**config.mk**
```make
export PLATFORM = sky130hd
export DESIGN_NAME = cal_serial_if
export DESIGN_NICKNAME = d
export VERILOG_FILES = /design/src/rtl/cal_pkg.sv /design/src/rtl/cal_cmd_decode.sv /design/src/rtl/cal_shift_unit.sv /design/src/rtl/cal_rate_pulse.sv /design/src/rtl/cal_serial_if.sv
export SDC_FILE = /design/constraint.sdc
export NUM_CORES = 1
export LEC_CHECK = 0
export CAP_MARGIN = 5
export CELL_PAD_IN_SITES_DETAIL_PLACEMENT = 0
export CELL_PAD_IN_SITES_GLOBAL_PLACEMENT = 1
export CORE_ASPECT_RATIO = 0.75
export CORE_MARGIN = 5
export CORE_UTILIZATION = 43
export CTS_BUF_LIST = sky130_fd_sc_hd__clkbuf_4 sky130_fd_sc_hd__clkbuf_8
export DETAILED_ROUTE_END_ITERATION = 10
export HOLD_SLACK_MARGIN = 0.05
export MAX_ROUTING_LAYER = met4
export PLACE_DENSITY = 0.95
export SYNTH_ARGS = -nofsm -noshare
export SYNTH_HDL_FRONTEND = slang
export SYNTH_SLANG_ARGS = --single-unit
```
**constraint.sdc**
```tcl
create_clock -name clk -period 5.8 [get_ports clk]
set_input_delay 1.74 -clock clk [delete_from_list [all_inputs] [get_ports clk]]
set_output_delay 1.74 -clock clk [all_outputs]
set_load 0.005 [all_outputs]
```
**src/rtl/cal_pkg.sv**
```systemverilog
package cal_pkg;

   // command byte bit positions (decoded by the command unit)
   localparam int CB_RATE_SEL = 2;
   localparam int CB_STROBE   = 3;
   localparam int CB_SCLK     = 4;
   localparam int CB_DIN      = 5;
   localparam int CMD_W       = 8;

   localparam int SNAP_W      = 48;
   localparam int INS_POS     = 40;

   localparam logic [1:0] RATE_OFF   = 2'd3;
   localparam logic [1:0] SHIFT_SER  = 2'd1;
   localparam logic [1:0] SHIFT_LOAD = 2'd3;

   typedef struct packed {
      logic [7:0] year;
      logic [3:0] month;
      logic [3:0] wday;
      logic [7:0] mday;
      logic [7:0] hour;
      logic [7:0] minute;
      logic [7:0] second;
   } snap_t;

   typedef struct packed {
      logic       shift_sel_wr;
      logic       rate_wr;
      logic [1:0] code;
      logic       clk_rise;
      logic       din;
   } cmd_evt_t;

endpackage

```
**src/rtl/cal_cmd_decode.sv**
```systemverilog
module cal_cmd_decode
   import cal_pkg::*;
(
   input  logic             clk,
   input  logic             rst_n,
   input  logic             wr_en,
   input  logic [CMD_W-1:0] wr_byte,
   output cmd_evt_t         evt
);

   localparam logic [CMD_W-1:0] CMD_RESET = CMD_W'(1) << CB_SCLK;

   logic [CMD_W-1:0] cmd_q;
   logic             strobe_fall;

   assign strobe_fall = wr_en && cmd_q[CB_STROBE] && !wr_byte[CB_STROBE]
                        && !cmd_q[CB_SCLK];

   always_comb begin
      evt.rate_wr      = strobe_fall && cmd_q[CB_RATE_SEL];
      evt.shift_sel_wr = strobe_fall && !cmd_q[CB_RATE_SEL];
      evt.code         = cmd_q[1:0];
      evt.clk_rise     = wr_en && !cmd_q[CB_SCLK] && wr_byte[CB_SCLK];
      evt.din          = cmd_q[CB_DIN];
   end

   always_ff @(posedge clk) begin
      if (!rst_n)     cmd_q <= CMD_RESET;
      else if (wr_en) cmd_q <= wr_byte;
   end

   AST_CMD_TRACKS_WRITE: assert property (@(posedge clk) disable iff (!rst_n)
      wr_en |=> (cmd_q == $past(wr_byte)));
   AST_CMD_HOLDS_IDLE: assert property (@(posedge clk) disable iff (!rst_n)
      !wr_en |=> $stable(cmd_q));
   AST_NO_EVT_IDLE: assert property (@(posedge clk) disable iff (!rst_n)
      !wr_en |-> !(evt.rate_wr || evt.shift_sel_wr || evt.clk_rise));

endmodule

```
**src/rtl/cal_shift_unit.sv**
```systemverilog
module cal_shift_unit
   import cal_pkg::*;
#(
   parameter int WIDTH = SNAP_W,
   parameter int INS   = INS_POS
) (
   input  logic             clk,
   input  logic             rst_n,
   input  cmd_evt_t         evt,
   input  logic [WIDTH-1:0] snap,
   output logic             lsb
);

   if (INS >= WIDTH || INS < 1) begin : g_bad_ins
      $error("insert position must lie inside the shift register");
   end

   logic [WIDTH-1:0] sreg_q;
   logic [1:0]       mode_q;
   logic [1:0]       eff_mode;
   logic             do_load;
   logic             do_shift;
   logic [WIDTH-1:0] ins_mask;

   assign eff_mode = evt.shift_sel_wr ? evt.code : mode_q;
   assign do_load  = evt.shift_sel_wr && (evt.code == SHIFT_LOAD);
   assign do_shift = evt.clk_rise && (eff_mode == SHIFT_SER);
   assign ins_mask = WIDTH'(evt.din) << INS;

   always_ff @(posedge clk) begin
      if (!rst_n) begin
         mode_q <= 2'd0;
         sreg_q <= '0;
      end else begin
         if (evt.shift_sel_wr) mode_q <= evt.code;
         if (do_load)          sreg_q <= snap;
         else if (do_shift)    sreg_q <= (sreg_q | ins_mask) >> 1;
      end
   end

   assign lsb = sreg_q[0];

   AST_LOAD_TAKES_SNAP: assert property (@(posedge clk) disable iff (!rst_n)
      do_load |=> (sreg_q == $past(snap)));
   AST_SREG_QUIET: assert property (@(posedge clk) disable iff (!rst_n)
      !(evt.shift_sel_wr || evt.clk_rise) |=> $stable(sreg_q));
   AST_TOP_CLEARS: assert property (@(posedge clk) disable iff (!rst_n)
      (do_shift && !do_load) |=> !sreg_q[WIDTH-1]);
   AST_MODE_HOLDS: assert property (@(posedge clk) disable iff (!rst_n)
      !evt.shift_sel_wr |=> $stable(mode_q));

endmodule

```
**src/rtl/cal_rate_pulse.sv**
```systemverilog
module cal_rate_pulse
   import cal_pkg::*;
#(
   parameter int CLK_HZ    = 33554432,
   parameter int RATE_SLOW = 64,
   parameter int RATE_MID  = 256,
   parameter int RATE_FAST = 2048
) (
   input  logic       clk,
   input  logic       rst_n,
   input  logic       rate_wr,
   input  logic [1:0] rate_code,
   output logic       irq
);

   localparam int DIV_SLOW = CLK_HZ / RATE_SLOW;
   localparam int DIV_MID  = CLK_HZ / RATE_MID;
   localparam int DIV_FAST = CLK_HZ / RATE_FAST;
   localparam int N_RATES  = 3;
   localparam int CNT_W    = $clog2(DIV_SLOW + 1);

   function automatic int div_of(input int idx);
      case (idx)
         0:       return DIV_SLOW;
         1:       return DIV_MID;
         default: return DIV_FAST;
      endcase
   endfunction

   if (!(DIV_SLOW >= DIV_MID && DIV_MID >= DIV_FAST)) begin : g_bad_order
      $error("rates must rise from slow to fast");
   end

   logic [CNT_W-1:0]   cnt_q;
   logic [1:0]         mode_q;
   logic [N_RATES-1:0] hit;
   logic               mode_off;
   logic               tc;
   logic               clear;

   for (genvar gi = 0; gi < N_RATES; gi++) begin : g_rate
      localparam int D = div_of(gi);
      if (D < 2) begin : g_bad_div
         $error("each period must span at least two clock cycles");
      end
      assign hit[gi] = (cnt_q >= CNT_W'(D - 1));
   end

   assign mode_off = (mode_q == RATE_OFF);

   always_comb begin
      case (mode_q)
         2'd0:    tc = hit[0];
         2'd1:    tc = hit[1];
         2'd2:    tc = hit[2];
         default: tc = 1'b0;
      endcase
   end

   assign clear = mode_off || (rate_wr && (rate_code == RATE_OFF));

   always_ff @(posedge clk) begin
      if (!rst_n) begin
         mode_q <= RATE_OFF;
         cnt_q  <= '0;
         irq    <= 1'b0;
      end else begin
         if (rate_wr) mode_q <= rate_code;
         if (clear) begin
            cnt_q <= '0;
            irq   <= 1'b0;
         end else if (tc) begin
            cnt_q <= '0;
            irq   <= 1'b1;
         end else begin
            cnt_q <= cnt_q + 1'b1;
            irq   <= 1'b0;
         end
      end
   end

   AST_IRQ_SINGLE: assert property (@(posedge clk) disable iff (!rst_n)
      irq |=> !irq);
   AST_OFF_QUIET: assert property (@(posedge clk) disable iff (!rst_n)
      mode_off |-> !irq);
   AST_ENABLE_RESTARTS: assert property (@(posedge clk) disable iff (!rst_n)
      (rate_wr && mode_off && rate_code != RATE_OFF) |=> (cnt_q == '0 && !irq));

endmodule

```
**src/rtl/cal_serial_if.sv**
```systemverilog
module cal_serial_if
   import cal_pkg::*;
#(
   parameter int         CLK_HZ      = 33554432,
   parameter int         RATE_SLOW   = 64,
   parameter int         RATE_MID    = 256,
   parameter int         RATE_FAST   = 2048,
   parameter logic [7:0] STATUS_FILL = 8'hF8
) (
   input  logic       clk,
   input  logic       rst_n,
   input  logic       cmd_wr,
   input  logic [7:0] cmd_byte,
   input  logic [7:0] sec_bcd,
   input  logic [7:0] min_bcd,
   input  logic [7:0] hour_bcd,
   input  logic [7:0] mday_bcd,
   input  logic [3:0] wday_bin,
   input  logic [3:0] month_bin,
   input  logic [7:0] year_bcd,
   output logic [7:0] status,
   output logic       tick_irq
);

   if (STATUS_FILL[0]) begin : g_bad_fill
      $error("status fill must leave bit 0 free for the data-out bit");
   end

   cmd_evt_t evt;
   snap_t    snap;
   logic     dout;

   always_comb begin
      snap.year   = year_bcd;
      snap.month  = month_bin;
      snap.wday   = wday_bin;
      snap.mday   = mday_bcd;
      snap.hour   = hour_bcd;
      snap.minute = min_bcd;
      snap.second = sec_bcd;
   end

   cal_cmd_decode u_dec (
      .clk     (clk),
      .rst_n   (rst_n),
      .wr_en   (cmd_wr),
      .wr_byte (cmd_byte),
      .evt     (evt)
   );

   cal_shift_unit #(.WIDTH(SNAP_W), .INS(INS_POS)) u_shift (
      .clk   (clk),
      .rst_n (rst_n),
      .evt   (evt),
      .snap  (snap),
      .lsb   (dout)
   );

   cal_rate_pulse #(
      .CLK_HZ    (CLK_HZ),
      .RATE_SLOW (RATE_SLOW),
      .RATE_MID  (RATE_MID),
      .RATE_FAST (RATE_FAST)
   ) u_rate (
      .clk       (clk),
      .rst_n     (rst_n),
      .rate_wr   (evt.rate_wr),
      .rate_code (evt.code),
      .irq       (tick_irq)
   );

   assign status = STATUS_FILL | {7'd0, dout};

   AST_STATUS_STABLE_IDLE: assert property (@(posedge clk) disable iff (!rst_n)
      !cmd_wr |=> $stable(status));

endmodule

```
==> results.yml <==
min_path:
  min_to: "u_shift.sreg_q[27]$_SDFFE_PN0P_"
  min_path_cells: 2
  hp-class: "reg -> reg"
  min_from: "u_shift.sreg_q[28]$_SDFFE_PN0P_"
synthesis:
  async_reset_ff_share_pct: 0
  yosys_warnings: 0
  synth_cell_type_count: 48
  synthCells: 375
  synth_edf_count: 0
  synthFlopType: "dfxtp_1"
  syn_area_mm2: 0.00344
  avgSynthCellArea_um2: 9.16
  synth-seq-cells: 79
  seq_area_frac_synth_pct: 46.0
setup_path:
  crit_arrival_ps: 4250
  cp-end-kind: "flip-flop"
  crit_family: "buffers and inverters"
  reg2reg_to: "u_rate.cnt_q[19]$_SDFF_PP0_"
  worstPathRequired_ps: 6000
  path_max_fanout: 24
  crit_chain: "clkdlybuf4s50_1 -> and4bb_2 -> nand3b_1 -> a21oi_4 -> buf_4 -> mux2i_1 -> a21oi_1"
  worstRegToRegCells: 6
  crit_type: "in -> reg"
  r2r_start: "u_rate.cnt_q[0]$_SDFF_PP0_"
  regToRegSetupSlack_ps: 3460
  critPathBufInv: 2
  critPathLaunchType: "input port"
  crit_path_top_delay_cell: "clkdlybuf4s50_1"
  max_stage_delay_ps: 730
detailed_routing:
  wl_per_cell_um: 14.3
  drt_iter0_markers: 239
  drtAntennaViolNets: 0
  wl_um: 7580
  vias_per_cell: 5.39
  vias: 2852
  drc: 0
  firstDrtPassIters: 4
timing:
  timing.setup.tns_ps: 0
  finalSetupViolCount: 0
  fin_skew_ps: 11.3
  drv_slew: 0
  grt_setup_unrepaired: "no"
  max_slew.worst_pin.slew_ps: 799
  max-slew-margin-rel_pct: 46.8
  finalHoldViolCount: 0
  fmaxAchievable_ghz: 0.247
  min_period_ps: 4050
  finalCritPeriodShare_pct: 69.9
clock_tree:
  numCtsBuffers: 9
  cts_max_level: 3
  cts_sinks: 79
  clock_latency_ps: 340
  cts_setup_buffers: 0
  clk_path_buf_depth: 2
  cts_resized: 0
  path_clk_slew_ps: 80
  clk_root_buffer_cell: "clkbuf_8"
  ctsHoldBuffers: 0
  cts_tree: "done"
layout:
  area_growth_pct: 22.9
  multi_input_area_mm2: 0.00168
  final_cell_mix: "dfxtp_1 (79), clkdlybuf4s50_1 (57), nand2_1 (44), nand3_1 (41), a32oi_1 (29)"
  layout-drive-gt1-share_pct: 10.1
  regArea_mm2: 0.00158
  fill_cells: 719
  final_common_cell: "dfxtp_1"
  nets: 479
  n_antenna_cell: 0
global_route:
  antenna_found_initial: 0
  grt-ovfl-total: 0
  grt_max_degree: 83
  grtUsageTotal_pct: 16.1
  grt_pass1_vias: 2733
  grt_pass1_wl_um: 12700
placed_design:
  gp_congestion: 0.834
  place_hpwl_um: 5070
  io_buffers: 58
die:
  die_x_um: 113
  fp.dieH_um: 87.4
  num_rows: 28
  ios: 68
  die_area_mm2: 0.00990
  fp.coreArea_mm2: 0.00785
  start_util_pct: 43.8
pwr:
  p_per_area_mw_per_mm2: 240
  power_mw: 1.01
  ir_drop_mv: 0.132
  total_leakage_power_nw: 1.62
job:
  drv_cap: 0
run_status:
  status: "finished clean"
-- metal layers --
layer	track usage, %	vias up	part of all wire, %
met5	-	-	0
met3	4.31	4	4.8
met1	22.5	1338	50
met2	23.3	76	44
li1	-	1434	-
met4	3.71	0	0.67
-- worst register-to-register path, stage by stage (launching register included) --
cell and delay, ps:
dfxtp_1 380, ha_1 220, nand3_1 130, nor2_1 510, a211oi_1 250, o21ai_4 600, nor2_1 120
-- report_power, final --
| part | leakage (nW) | switching [mW] | internal, mW | total, mW |
|---|---|---|---|---|
| clock network | 0.0925 | 0.201 | 0.206 | 0.407 |
| logic | 0.891 | 0.0214 | 0.0376 | 0.0589 |
| registers | 0.637 | 0.00314 | 0.544 | 0.547 |
| total | 1.62 | 0.226 | 0.788 | 1.01 |
-- registers in the layout (all words and copies together), names as in the netlist --
signal and cells:
u_rate.irq 1, u_dec.cmd_q 6, u_shift.sreg_q 48, u_rate.mode_q 2
u_shift.mode_q 2, u_rate.cnt_q 20
-- synth_stat cells, types with 2 or more instances --
library cell,number,area [um^2]
nor4_1,2,12.5
a21oi_1,10,50.1
and3_1,14,87.6
o21ai_0,9,45.0
nand4_1,2,12.5
nor2_2,10,62.6
nand3b_1,2,15.0
nand2_1,44,165
nor2_1,19,71.3
conb_1,2,7.51
nor2b_1,3,18.8
dfxtp_1,79,1580
clkbuf_1,15,56.3
xnor2_1,8,70.1
a32oi_1,29,254
and2_1,2,12.5
mux2i_1,13,130
nor3_1,4,20.0
xor2_1,10,87.6
buf_2,9,45.0
and3_2,2,15.0
inv_1,4,15.0
buf_4,9,67.6
nand3_1,41,205
a221o_1,10,100
-- final cells by class --
type	instances	area share (%)
Multi-Input combinational cell	261	39.7
Sequential cell	79	37.5
Timing Repair Buffer	63	14.5
Clock buffer	10	3.11
Tap cell	105	3.11
Clock inverter	6	1.66
Inverter	5	0.445
-- worst max-delay path by stage --
stage                      start                              end  cells after the start  slack, ps
final                     cmd_wr  u_shift.sreg_q[35]$_SDFFE_PN0P_                      7       1750
after detailed placement  cmd_wr  u_shift.sreg_q[35]$_SDFFE_PN0P_                      7       1400
after floorplan           cmd_wr   u_shift.sreg_q[1]$_SDFFE_PN0P_                      7       2580
after global placement    cmd_wr  u_shift.sreg_q[29]$_SDFFE_PN0P_                      7       1460
after global routing      cmd_wr  u_shift.sreg_q[17]$_SDFFE_PN0P_                      7       1560
after CTS                 cmd_wr  u_shift.sreg_q[21]$_SDFFE_PN0P_                      7       1750
-- per-stage QoR --
stage | worst slack [ps] | util (%) | cells | cell area, um^2 | hold WS, ps
after global routing | 1560 | 53.8 | 529 | 4220 | 468
after detailed placement | 1400 | 51.2 | 513 | 4020 | 444
after floorplan | 2580 | - | 380 | 3450 | 426
after CTS | 1750 | 53.8 | 529 | 4220 | 453
after global placement | 1460 | 51.2 | 513 | 4020 | 433
final | 1750 | 53.8 | 529 | 4220 | 455
-- kinds of logic (layout without fill, tap and decap cells) --
group | count (synthesis) | after routing | synth area share, %
compound gates | 68 | 68 | 15.8
xor+xnor | 18 | 18 | 4.59
fa+ha+maj | 1 | 1 | 0.364
buf+inv | 40 | 84 | 6.15
flops | 79 | 79 | 46.0
mux | 13 | 13 | 3.79
other cells | 2 | 7 | 0.219
simple gates | 154 | 154 | 23.1
No activity file was read; power rests on OpenSTA's default activity.
